**src/rtl/i2c_tgt_pkg.sv**
```systemverilog
package i2c_tgt_pkg;
  localparam int unsigned BYTE_W = 8;

  typedef enum logic [3:0] {
    ST_IDLE, ST_ADDR, ST_ADDR_ACK, ST_WR, ST_WR_ACK,
    ST_RD, ST_RD_ACK, ST_HOLD, ST_IGNORE
  } tgt_state_e;

  typedef enum logic [1:0] {HK_ADR, HK_RX, HK_TX} hold_kind_e;
endpackage

```
**src/rtl/i2c_tgt_sync.sv**
```systemverilog
module i2c_tgt_sync #(
  parameter int unsigned SYNC_STAGES = 2
) (
  input  logic clk_i,
  input  logic rst_ni,
  input  logic scl_i,
  input  logic sda_i,
  output logic scl_o,
  output logic scl_rise_o,
  output logic scl_fall_o,
  output logic start_o,
  output logic stop_o
);
  logic [SYNC_STAGES-1:0] scl_ff, sda_ff;
  logic scl_q, sda_q, scl_s, sda_s;

  always_ff @(posedge clk_i or negedge rst_ni) begin
    if (!rst_ni) begin
      scl_ff <= '1;
      sda_ff <= '1;
      scl_q  <= 1'b1;
      sda_q  <= 1'b1;
    end else begin
      scl_ff <= {scl_ff[SYNC_STAGES-2:0], scl_i};
      sda_ff <= {sda_ff[SYNC_STAGES-2:0], sda_i};
      scl_q  <= scl_s;
      sda_q  <= sda_s;
    end
  end

  assign scl_s      = scl_ff[SYNC_STAGES-1];
  assign sda_s      = sda_ff[SYNC_STAGES-1];
  assign scl_o      = scl_s;
  assign scl_rise_o = scl_s & ~scl_q;
  assign scl_fall_o = ~scl_s & scl_q;
  // conditions only when SCL is high on both samples
  assign start_o    = scl_s & scl_q & sda_q & ~sda_s;
  assign stop_o     = scl_s & scl_q & ~sda_q & sda_s;
endmodule

```
**src/rtl/i2c_tgt_shreg.sv**
```systemverilog
module i2c_tgt_shreg #(
  parameter int unsigned W = 8
) (
  input  logic                   clk_i,
  input  logic                   rst_ni,
  input  logic                   clr_i,
  input  logic                   load_i,
  input  logic [W-1:0]           load_val_i,
  input  logic                   cap_i,
  input  logic                   bit_i,
  input  logic                   adv_i,
  input  logic                   tick_i,
  output logic [W-1:0]           data_o,
  output logic [$clog2(W+1)-1:0] cnt_o,
  output logic                   full_o
);
  localparam int unsigned CW = $clog2(W+1);

  logic [W-1:0]  sr_q;
  logic [CW-1:0] cnt_q;

  always_ff @(posedge clk_i or negedge rst_ni) begin
    if (!rst_ni) begin
      sr_q  <= '0;
      cnt_q <= '0;
    end else if (clr_i) begin
      cnt_q <= '0;
    end else if (load_i) begin
      sr_q  <= load_val_i;
      cnt_q <= '0;
    end else begin
      if (cap_i) sr_q <= {sr_q[W-2:0], bit_i};
      if (adv_i) sr_q <= {sr_q[W-2:0], 1'b1};
      if (cap_i || tick_i) cnt_q <= cnt_q + CW'(1);
    end
  end

  assign data_o = sr_q;
  assign cnt_o  = cnt_q;
  assign full_o = (cnt_q == CW'(W));

  AST_CNT_BOUND: assert property (@(posedge clk_i) disable iff (!rst_ni)
    cnt_q <= CW'(W));
endmodule

```
**src/rtl/i2c_tgt_stretch.sv**
```systemverilog
module i2c_tgt_stretch
  import i2c_tgt_pkg::*;
#(
  parameter logic [6:0]  TGT_ADDR    = 7'h42,
  parameter int unsigned SYNC_STAGES = 2
) (
  input  logic              clk_i,
  input  logic              rst_ni,
  input  logic              scl_i,
  input  logic              sda_i,
  output logic              scl_oe_o,
  output logic              sda_oe_o,
  output logic [BYTE_W-1:0] rx_data_o,
  output logic              rx_valid_o,
  output logic              tx_req_o,
  input  logic [BYTE_W-1:0] tx_data_i,
  input  logic              tx_valid_i,
  input  logic              ready_i
);
  localparam int unsigned CW = $clog2(BYTE_W+1);

  tgt_state_e  state_q;
  hold_kind_e  kind_q;
  logic        ack_q, rw_q, mack_q;
  logic        scl_s, rise, fall, start, stop;
  logic [BYTE_W-1:0] sr;
  logic [CW-1:0]     cnt;
  logic        full, release_hold, cap, adv, tick, clr, load;

  i2c_tgt_sync #(.SYNC_STAGES(SYNC_STAGES)) u_sync (
    .clk_i, .rst_ni, .scl_i, .sda_i,
    .scl_o(scl_s), .scl_rise_o(rise), .scl_fall_o(fall),
    .start_o(start), .stop_o(stop)
  );

  assign release_hold = (state_q == ST_HOLD) && ready_i &&
                        (kind_q != HK_TX || tx_valid_i);
  assign cap  = rise && !full && (state_q == ST_ADDR || state_q == ST_WR);
  assign tick = rise && !full && (state_q == ST_RD);
  assign adv  = fall && !full && (state_q == ST_RD) && (cnt != '0);
  assign clr  = start || (release_hold && kind_q != HK_TX);
  assign load = release_hold && kind_q == HK_TX;

  i2c_tgt_shreg #(.W(BYTE_W)) u_shreg (
    .clk_i, .rst_ni, .clr_i(clr), .load_i(load), .load_val_i(tx_data_i),
    .cap_i(cap), .bit_i(sda_i_sync_bit()), .adv_i(adv), .tick_i(tick),
    .data_o(sr), .cnt_o(cnt), .full_o(full)
  );

  // sampled SDA comes from the synchronizer's view via start/stop-free path
  function automatic logic sda_i_sync_bit();
    return sda_s_q;
  endfunction

  logic [SYNC_STAGES-1:0] sda_pipe;
  logic sda_s_q;
  always_ff @(posedge clk_i or negedge rst_ni) begin
    if (!rst_ni) sda_pipe <= '1;
    else         sda_pipe <= {sda_pipe[SYNC_STAGES-2:0], sda_i};
  end
  assign sda_s_q = sda_pipe[SYNC_STAGES-1];

  always_ff @(posedge clk_i or negedge rst_ni) begin
    if (!rst_ni) begin
      state_q <= ST_IDLE;
      kind_q  <= HK_ADR;
      ack_q   <= 1'b0;
      rw_q    <= 1'b0;
      mack_q  <= 1'b0;
    end else if (start) begin
      state_q <= ST_ADDR;
      ack_q   <= 1'b0;
    end else if (stop) begin
      state_q <= ST_IDLE;
      ack_q   <= 1'b0;
    end else begin
      unique case (state_q)
        ST_ADDR: if (fall && full) begin
          if (sr[BYTE_W-1:1] == TGT_ADDR) begin
            ack_q   <= 1'b1;
            rw_q    <= sr[0];
            state_q <= ST_ADDR_ACK;
          end else begin
            state_q <= ST_IGNORE;
          end
        end
        ST_ADDR_ACK: if (fall) begin
          ack_q   <= 1'b0;
          kind_q  <= rw_q ? HK_TX : HK_ADR;
          state_q <= ST_HOLD;
        end
        ST_WR: if (fall && full) begin
          ack_q   <= 1'b1;
          state_q <= ST_WR_ACK;
        end
        ST_WR_ACK: if (fall) begin
          ack_q   <= 1'b0;
          kind_q  <= HK_RX;
          state_q <= ST_HOLD;
        end
        ST_HOLD: if (release_hold) state_q <= (kind_q == HK_TX) ? ST_RD : ST_WR;
        ST_RD: if (fall && full) state_q <= ST_RD_ACK;
        ST_RD_ACK: begin
          if (rise) mack_q <= ~sda_s_q;
          if (fall) begin
            kind_q  <= HK_TX;
            state_q <= mack_q ? ST_HOLD : ST_IGNORE;
          end
        end
        default: ;
      endcase
    end
  end

  assign scl_oe_o   = (state_q == ST_HOLD);
  assign sda_oe_o   = ack_q | ((state_q == ST_RD) & ~sr[BYTE_W-1]);
  assign rx_valid_o = (state_q == ST_HOLD) && (kind_q == HK_RX);
  assign tx_req_o   = (state_q == ST_HOLD) && (kind_q == HK_TX);
  assign rx_data_o  = sr;

  AST_SDA_FREE_IN_HOLD: assert property (@(posedge clk_i) disable iff (!rst_ni)
    scl_oe_o |-> !sda_oe_o);
  AST_HOLD_UNTIL_READY: assert property (@(posedge clk_i) disable iff (!rst_ni)
    (scl_oe_o && !ready_i) |=> scl_oe_o);
  AST_TX_WAITS_VALID: assert property (@(posedge clk_i) disable iff (!rst_ni)
    (tx_req_o && !tx_valid_i) |=> tx_req_o);
  AST_RX_DATA_STABLE: assert property (@(posedge clk_i) disable iff (!rst_ni)
    (rx_valid_o && $past(rx_valid_o)) |-> $stable(rx_data_o));
  AST_SDA_MOVES_SCL_LOW: assert property (@(posedge clk_i) disable iff (!rst_ni)
    !$stable(sda_oe_o) |-> !$past(scl_s));
endmodule

```
**config.mk**
```make
export PLATFORM = sky130hd
export DESIGN_NAME = i2c_tgt_stretch
export DESIGN_NICKNAME = d
export VERILOG_FILES = /design/src/rtl/i2c_tgt_pkg.sv /design/src/rtl/i2c_tgt_sync.sv /design/src/rtl/i2c_tgt_shreg.sv /design/src/rtl/i2c_tgt_stretch.sv
export SDC_FILE = /design/constraint.sdc
export NUM_CORES = 1
export LEC_CHECK = 0
export ABC_AREA = 0
export BUFFER_PORTS_ARGS = -buffer_cell sky130_fd_sc_hd__buf_2
export CORE_ASPECT_RATIO = 0.6
export CORE_MARGIN = 2
export CORE_UTILIZATION = 35
export CTS_BUF_LIST = sky130_fd_sc_hd__clkbuf_4
export CTS_CLUSTER_SIZE = 12
export DETAILED_ROUTE_END_ITERATION = 7
export PLACE_DENSITY = 0.6
export SLEW_MARGIN = 30
export SYNTH_ARGS = -nofsm -noshare
export SYNTH_HDL_FRONTEND = slang
export SYNTH_SLANG_ARGS = --single-unit
```
**constraint.sdc**
```tcl
create_clock -name clk_i -period 5.67 [get_ports clk_i]
set_clock_uncertainty 0.1 [all_clocks]
set_input_delay 0.567 -clock clk_i [delete_from_list [all_inputs] [get_ports clk_i]]
set_output_delay 0.567 -clock clk_i [all_outputs]
set_load 0.01 [all_outputs]
```
# After elaboration in Yosys (flattened, before gate mapping)

Index checks and enable logic that the tools add are counted.

Add/sub/neg operators: 1
Equality and inequality tests: 22
Muxes and demuxes: 30
Bitwise logic cells: 18
Reductions and logical operators: 31

Operator list:

| kind                                                  | number |
|---|---|
| 2-to-1 mux 4 bit                                      | 13 |
| 2-to-1 mux 8 bit                                      | 3 |
| one-hot mux 4 bit (6 select lines)                    | 1 |
| == test 4 x 3 -> 1 bit, second input constant         | 4 |
| inequality test 4 x 3 -> 1 bit, second input constant | 4 |
| logical AND 1 bit                                     | 13 |
| AND reduction 5 bit                                   | 2 |
| inverter 1 bit                                        | 9 |
| nonzero test 3 bit                                    | 3 |
| bitwise AND 1 bit                                     | 8 |
| == test 4 x 2 -> 1 bit, second input constant         | 2 |
| 2-to-1 mux 2 bit                                      | 4 |
| inequality test 2 bit, second input constant          | 4 |
| inequality test 4 x 1 -> 1 bit, second input constant | 2 |
| nonzero test 8 bit                                    | 1 |
| == test 7 bit, second input constant                  | 1 |
| AND reduction 7 bit                                   | 1 |
| 2-to-1 mux 1 bit                                      | 6 |
| one-hot mux 2 bit (3 select lines)                    | 1 |
| AND reduction 6 bit                                   | 1 |
| nonzero test 5 bit                                    | 1 |
| adder 4 x 1 -> 4 bit, second input constant           | 1 |
| == test 4 x 1 -> 1 bit, second input constant         | 1 |
| == test 4 bit, second input constant                  | 1 |
| 12 further kinds                                      | 15 |

Bits in registers: 29
Logic and storage cells: 114

# Longest topological paths before layout

Depth after elaboration: 8
Gate-level depth with buffers: 8

# Modules after synthesis

Synthesis repeated with hierarchy kept, for this count alone.

Cell total of the unflattened synthesis: 165
Area, all modules: 1742.9 µm²

Modules (own cells, without submodules):

| module          | instances | cells an instance | area each (µm²) | seq. area each (µm²) |
|---|---|---|---|---|
| i2c_tgt_stretch | 1         | 105               | 894.6           | 277.8 |
| i2c_tgt_shreg   | 1         | 50                | 658.1           | 300.3 |
| i2c_tgt_sync    | 1         | 10                | 190.2           | 157.7 |

# Worst setup path before layout

OpenSTA, ideal clock, no wires.

Path type: flip-flop to flip-flop
Start point: reg u_shreg.cnt_q[0] (netlist: u_shreg.cnt_o[0])
End point: reg state_q[1]
Data arrival time: 1.696 ns
Slack: 3.753 ns
Cell stages (with the launch flop): 8
Clock period less this slack: 1.917 ns
Cell sequence: dfrtp_1 > inv_1 > ha_1 > nand3b_1 > o21ai_1 > o2111ai_1 > or4_1 > o211a_1

Longest elaborated chain between the ends: 4

RTL lines:

| what                                     | line                                                                 | RTL |
|---|---|---|
| from (decl)                              | i2c_tgt_shreg.sv:20                                                  | `logic [CW-1:0] cnt_q;` |
| from (signal assigned)                   | i2c_tgt_shreg.sv:34                                                  | `if (cap_i \|\| tick_i) cnt_q <= cnt_q + CW'(1);` |
| == test 4 bit *                          | i2c_tgt_shreg.sv:40                                                  | `assign full_o = (cnt_q == CW'(W));` |
| logical AND 1 bit *                      | i2c_tgt_stretch.sv:78, i2c_tgt_stretch.sv:92, i2c_tgt_stretch.sv:102 |  |
| inequality test 4 x 3 -> 1 bit (no line) | -                                                                    |  |
| AND reduction 7 bit (no line) *          | -                                                                    |  |
| to (signal assigned)                     | i2c_tgt_stretch.sv:101                                               | `ST_HOLD: if (release_hold) state_q <= (kind_q == HK_TX) ? ST_RD : ST_WR;` |
| to (signal assigned)                     | i2c_tgt_stretch.sv:107                                               | `state_q <= mack_q ? ST_HOLD : ST_IGNORE;` |
| to (decl)                                | i2c_tgt_stretch.sv:22                                                | `tgt_state_e state_q;` |

Every way passes the cells marked *; elsewhere a longest branch is shown, timed or not.
A chain may end at the register's enable or synchronous reset.

# Final worst setup path

Start point: reg state_q[3]
End point: reg u_shreg.sr_q[0] (netlist: u_shreg.data_o[0])

Longest elaborated chain between the ends: 7

RTL lines:

| what                            | line                  | RTL |
|---|---|---|
| == test 4 x 3 -> 1 bit          | i2c_tgt_stretch.sv:36 | `assign release_hold = (state_q == ST_HOLD) && ready_i &&` |
| logical AND 1 bit (2 in series) | i2c_tgt_stretch.sv:36 |  |
| logical AND 1 bit               | i2c_tgt_stretch.sv:41 | `assign clr = start \|\| (release_hold && kind_q != HK_TX);` |
| logical OR 1 bit                | i2c_tgt_stretch.sv:41 |  |
| inverter 1 bit (no line)        | -                     |  |
| AND reduction 2 bit (no line)   | -                     |  |
| to (signal assigned)            | i2c_tgt_shreg.sv:29   | `sr_q <= load_val_i;` |
| to (signal assigned)            | i2c_tgt_shreg.sv:32   | `if (cap_i) sr_q <= {sr_q[W-2:0], bit_i};` |
| to (signal assigned)            | i2c_tgt_shreg.sv:33   | `if (adv_i) sr_q <= {sr_q[W-2:0], 1'b1};` |
| to (decl)                       | i2c_tgt_shreg.sv:19   | `logic [W-1:0] sr_q;` |

Several ways; a longest one is shown, not always the timed one.

==> results list <==
* Final net count: approximately 200
- Fillers: ~430
- For this run, the number of standard cells in the final layout without fillers is ~240.
- Routed wire length per instance: approximately 14 µm
- Clock tree synthesis found a total of 27 sinks.
- # DRC: 0
- Part of the cycle the worst path needs: ~45%
- The run finished with clean final reports.
* Register clock-pin slew on the reported worst setup and hold paths: approximately 0.15 ns
- Once detail routing completed, the nets flagged for antenna violations numbered 0.
- Combined global-route utilization of all metal layers: 14.16%
* Die Width: around 90 µm
* H-tree depth reported by CTS: 1
- Sequential cells were found to cover 43.54% of the synthesized design area.
- Instance area at placement: 1715 µm²
* Area of the mapped netlist: roughly 1600 µm²
- The number of global-route vias before repair is roughly 1100.
* Arrival time at the worst endpoint: 2.66 ns
- FF+latch count, synth: 27
- Number of antenna violations at the first check in global routing: 0
* Antenna Diode Count: 0
* Die outline height: between 50 and 60 µm
- Worst-case setup margin in the final layout: approximately 3.1 ns
- Endpoint of the worst register-to-register path: u_shreg.data_o[0]
- The area growth from synthesis to layout is 11.08%.
* I/O pin count: 26
- The total area inside the core boundary comes to roughly 4200 µm².
* Number of distinct library cells after synthesis: just over 50
- R2r setup slk: ~3.1 ns
- Wire length of the first global-routing pass: between 5000 and 6000 µm
- TritonCTS clock tree: done
* DR vias/cell: slightly above 5
- STA classifies the critical path startpoint as a flip-flop.
- Nets in the synthesized netlist: 175
- Skew-Pair Late Insertion Delay: approximately 0.33 ns
- Share of final-layout standard cells stronger than drive strength 1: approximately 25%
- The congestion estimate from routability-driven global placement came to 0.9469.
- The worst setup path is of the flip-flop to flip-flop kind.
- Total power density per cell area: about 350 nW/µm²
- Post-CTS Resized: 0
* Total congestion overflow: 0
* Initial core utilization: a little under two fifths
* Inserted Clock Buffers: 3
- The final hold violation count was 0.
* Port buffer count: 25
- Across the VDD grid, the largest voltage drop is ~0.00015 V.
- Buffers inserted by post-CTS timing repair: 0
- Leakage component of the power: around 0.75 nW
* Mean instance size in the synthesized netlist: roughly 9.9 µm²
- Cells after synthesis: around 160
- Area of the die: 5052 µm²
- With fillers left out, the area of the finished cells amounts to around 1700 µm².
- After synthesis, the largest area contributor takes up between 30% and 40% of total cell area.
- Prior to clock tree synthesis, the placed netlist has a worst setup slack of around 3.2 ns.
* Unrepaired setup endpoints after global routing: false
* Number of DRC violations after detailed-routing iteration 0: about 100
- Site row count: 18
- Dpl cells: ~240
- Entering global routing, the biggest net connects 28 pins.
* Fraction of registers with async set or reset after synthesis: 100.0%
- Actual transition at the worst max-transition pin: 0.6527 ns
* Library cell with the largest summed area after synthesis: sky130_fd_sc_hd__dfrtp_1
- Measured against its own limit, the worst slew margin works out to approximately 56%.
- In the synthesized netlist the dominant register cell turns out to be sky130_fd_sc_hd__dfrtp_1.
* Drt pass-1 iters: 4
* Number of cell instances on the worst register-to-register path: 5
- Warning count from the yosys run: 0
- Based on the critical path, the design can be clocked at up to around 390 MHz.
- Detailed Route WL: ~3400 µm
- Max Fanout on Critical Path: 15
- Start of the worst register-to-register path: state_q[3]
* Setup TNS Final: 0 ns
* CTS root buf: sky130_fd_sc_hd__clkbuf_4
- The worst path in the final design needs a cycle of 2.541 ns, including I/O delays and setup.
* WP data required: a little under 6 ns
- Buffers inserted to repair hold after CTS numbered 0.
- Setup violations remaining at the end of the flow were counted as 0.
- Counting along the longest clock path gives a buffer depth of 2.
- By area the synthesized netlist is led by sky130_fd_sc_hd__dfrtp_1 (33%), sky130_fd_sc_hd__dfstp_2 (10%), sky130_fd_sc_hd__mux2i_1 (5.1%).
- Summed over all nets, the half-perimeter wirelength after detailed placement is about 2700 µm.
* Endpoint class of the critical path: flip-flop
- In this run, synthesis inferred 0 flip-flops with an integrated enable.
- The min-delay analysis places its worst path in the category input pin to async pin.
- Total vias in the final route: approximately 1200
* Max_cap viols: 0
- The count of pins over their slew limit was 0.
## worst max path at each step
stage,from,to,slack [ns],depth (start not counted)
after floorplan,u_shreg.cnt_o[0],state_q[1],3.75,7
after global placement,state_q[1],u_shreg.data_o[0],3.29,5
after detailed placement,state_q[3],u_shreg.data_o[0],3.18,5
after CTS,state_q[3],u_shreg.data_o[0],3.13,5
after global routing,state_q[1],u_shreg.data_o[0],2.96,5
final,state_q[3],u_shreg.data_o[0],3.13,5
## critical path, stage by stage, from the launching register on
cell	delay (ns)
sky130_fd_sc_hd__dfrtp_1	0.56
sky130_fd_sc_hd__nand4b_2	0.28
sky130_fd_sc_hd__inv_2	0.06
sky130_fd_sc_hd__and4_1	0.39
sky130_fd_sc_hd__o311ai_4	0.64
sky130_fd_sc_hd__mux2_1	0.38
## stage by stage
stage	hold slack [ns]	utilization, %	total power, mW
floorplan	0.1714	-	0.4732
global placement	0.2477	40.73	0.5203
detailed placement	0.2473	40.73	0.5252
CTS	0.1308	41.38	0.6121
global route	0.1375	41.38	0.6573
finish	0.1235	41.38	0.6061
## state kept, by name, indices dropped and copies added, names as in the netlist
| name | flops |
|---|---|
| u_sync.scl_q | 1 |
| u_shreg.cnt_o | 4 |
| u_sync.sda_q | 1 |
| sda_pipe | 2 |
| state_q | 4 |
| mack_q | 1 |
| ack_q | 1 |
| u_shreg.data_o | 8 |
| kind_q | 2 |
| u_sync.scl_ff | 2 |
| rw_q | 1 |
## report_power, final
group          switching, mW  leakage (nW)  internal (mW)
logic                  0.112         0.394          0.111
registers             0.0661         0.340          0.233
clock network         0.0574        0.0177         0.0265
## cell usage in the layout (no fill, tap or decap), types with 5 or more instances in the layout
cell                      Yosys  final
sky130_fd_sc_hd__o21ai_0      7      7
sky130_fd_sc_hd__a21oi_1      5      5
sky130_fd_sc_hd__o21ai_1      7      7
sky130_fd_sc_hd__nor2_1      19     19
sky130_fd_sc_hd__nand2_1     14     14
sky130_fd_sc_hd__nor2b_1      5      5
sky130_fd_sc_hd__nor3_1       5      5
sky130_fd_sc_hd__dfstp_2      6      6
sky130_fd_sc_hd__mux2i_1      8      8
sky130_fd_sc_hd__dfrtp_1     21     21
sky130_fd_sc_hd__buf_2        1     25
## per-layer routing
metal  up-vias  part of all wire [%]  GRT usage, %
met2        34                    39         18.05
met1       571                    55         23.30
met3         2                   5.8         4.065
met4         0                  0.29         1.978
li1        619                     -             -
met5         -                     0             0
## final cells by class
class | instances | area, µm² | share of cell area, %
Timing Repair Buffer | 25 | 125.1 | 7.179
Tap cell | 60 | 75.07 | 4.307
Clock buffer | 3 | 22.52 | 1.292
Multi-Input combinational cell | 121 | 817.0 | 46.88
Inverter | 4 | 15.01 | 0.8615
Clock inverter | 1 | 5.005 | 0.2872
Sequential cell | 27 | 683.2 | 39.20
## cells by family (layout without fill, tap and decap cells)
family                   after synthesis  after routing  synth area share [%]
AND/OR/NAND/NOR                       69             69                 24.00
AO/OA/AOI/OAI                         33             33                 15.71
flip-flops                            27             27                 43.54
multiplexers                          12             12                 7.974
buffers and inverters                 11             33                 4.385
XOR/XNOR                               5              5                 2.792
adder cells (fa/ha/maj)                2              2                 1.595
## Yosys cell counts, drive strengths merged (2+ instances only)
library cell	number
a21oi	5
buf	6
dfrtp	21
dfstp	6
ha	2
inv	4
mux2	4
mux2i	8
nand2	14
nand2b	4
nand3	4
nand3b	2
nand4	2
nand4b	2
nor2	19
nor2b	5
nor3	6
nor3b	2
o21a	2
o21ai	14
o311ai	3
xnor2	2
xor2	3
No activity file was read; power rests on OpenSTA's default activity.
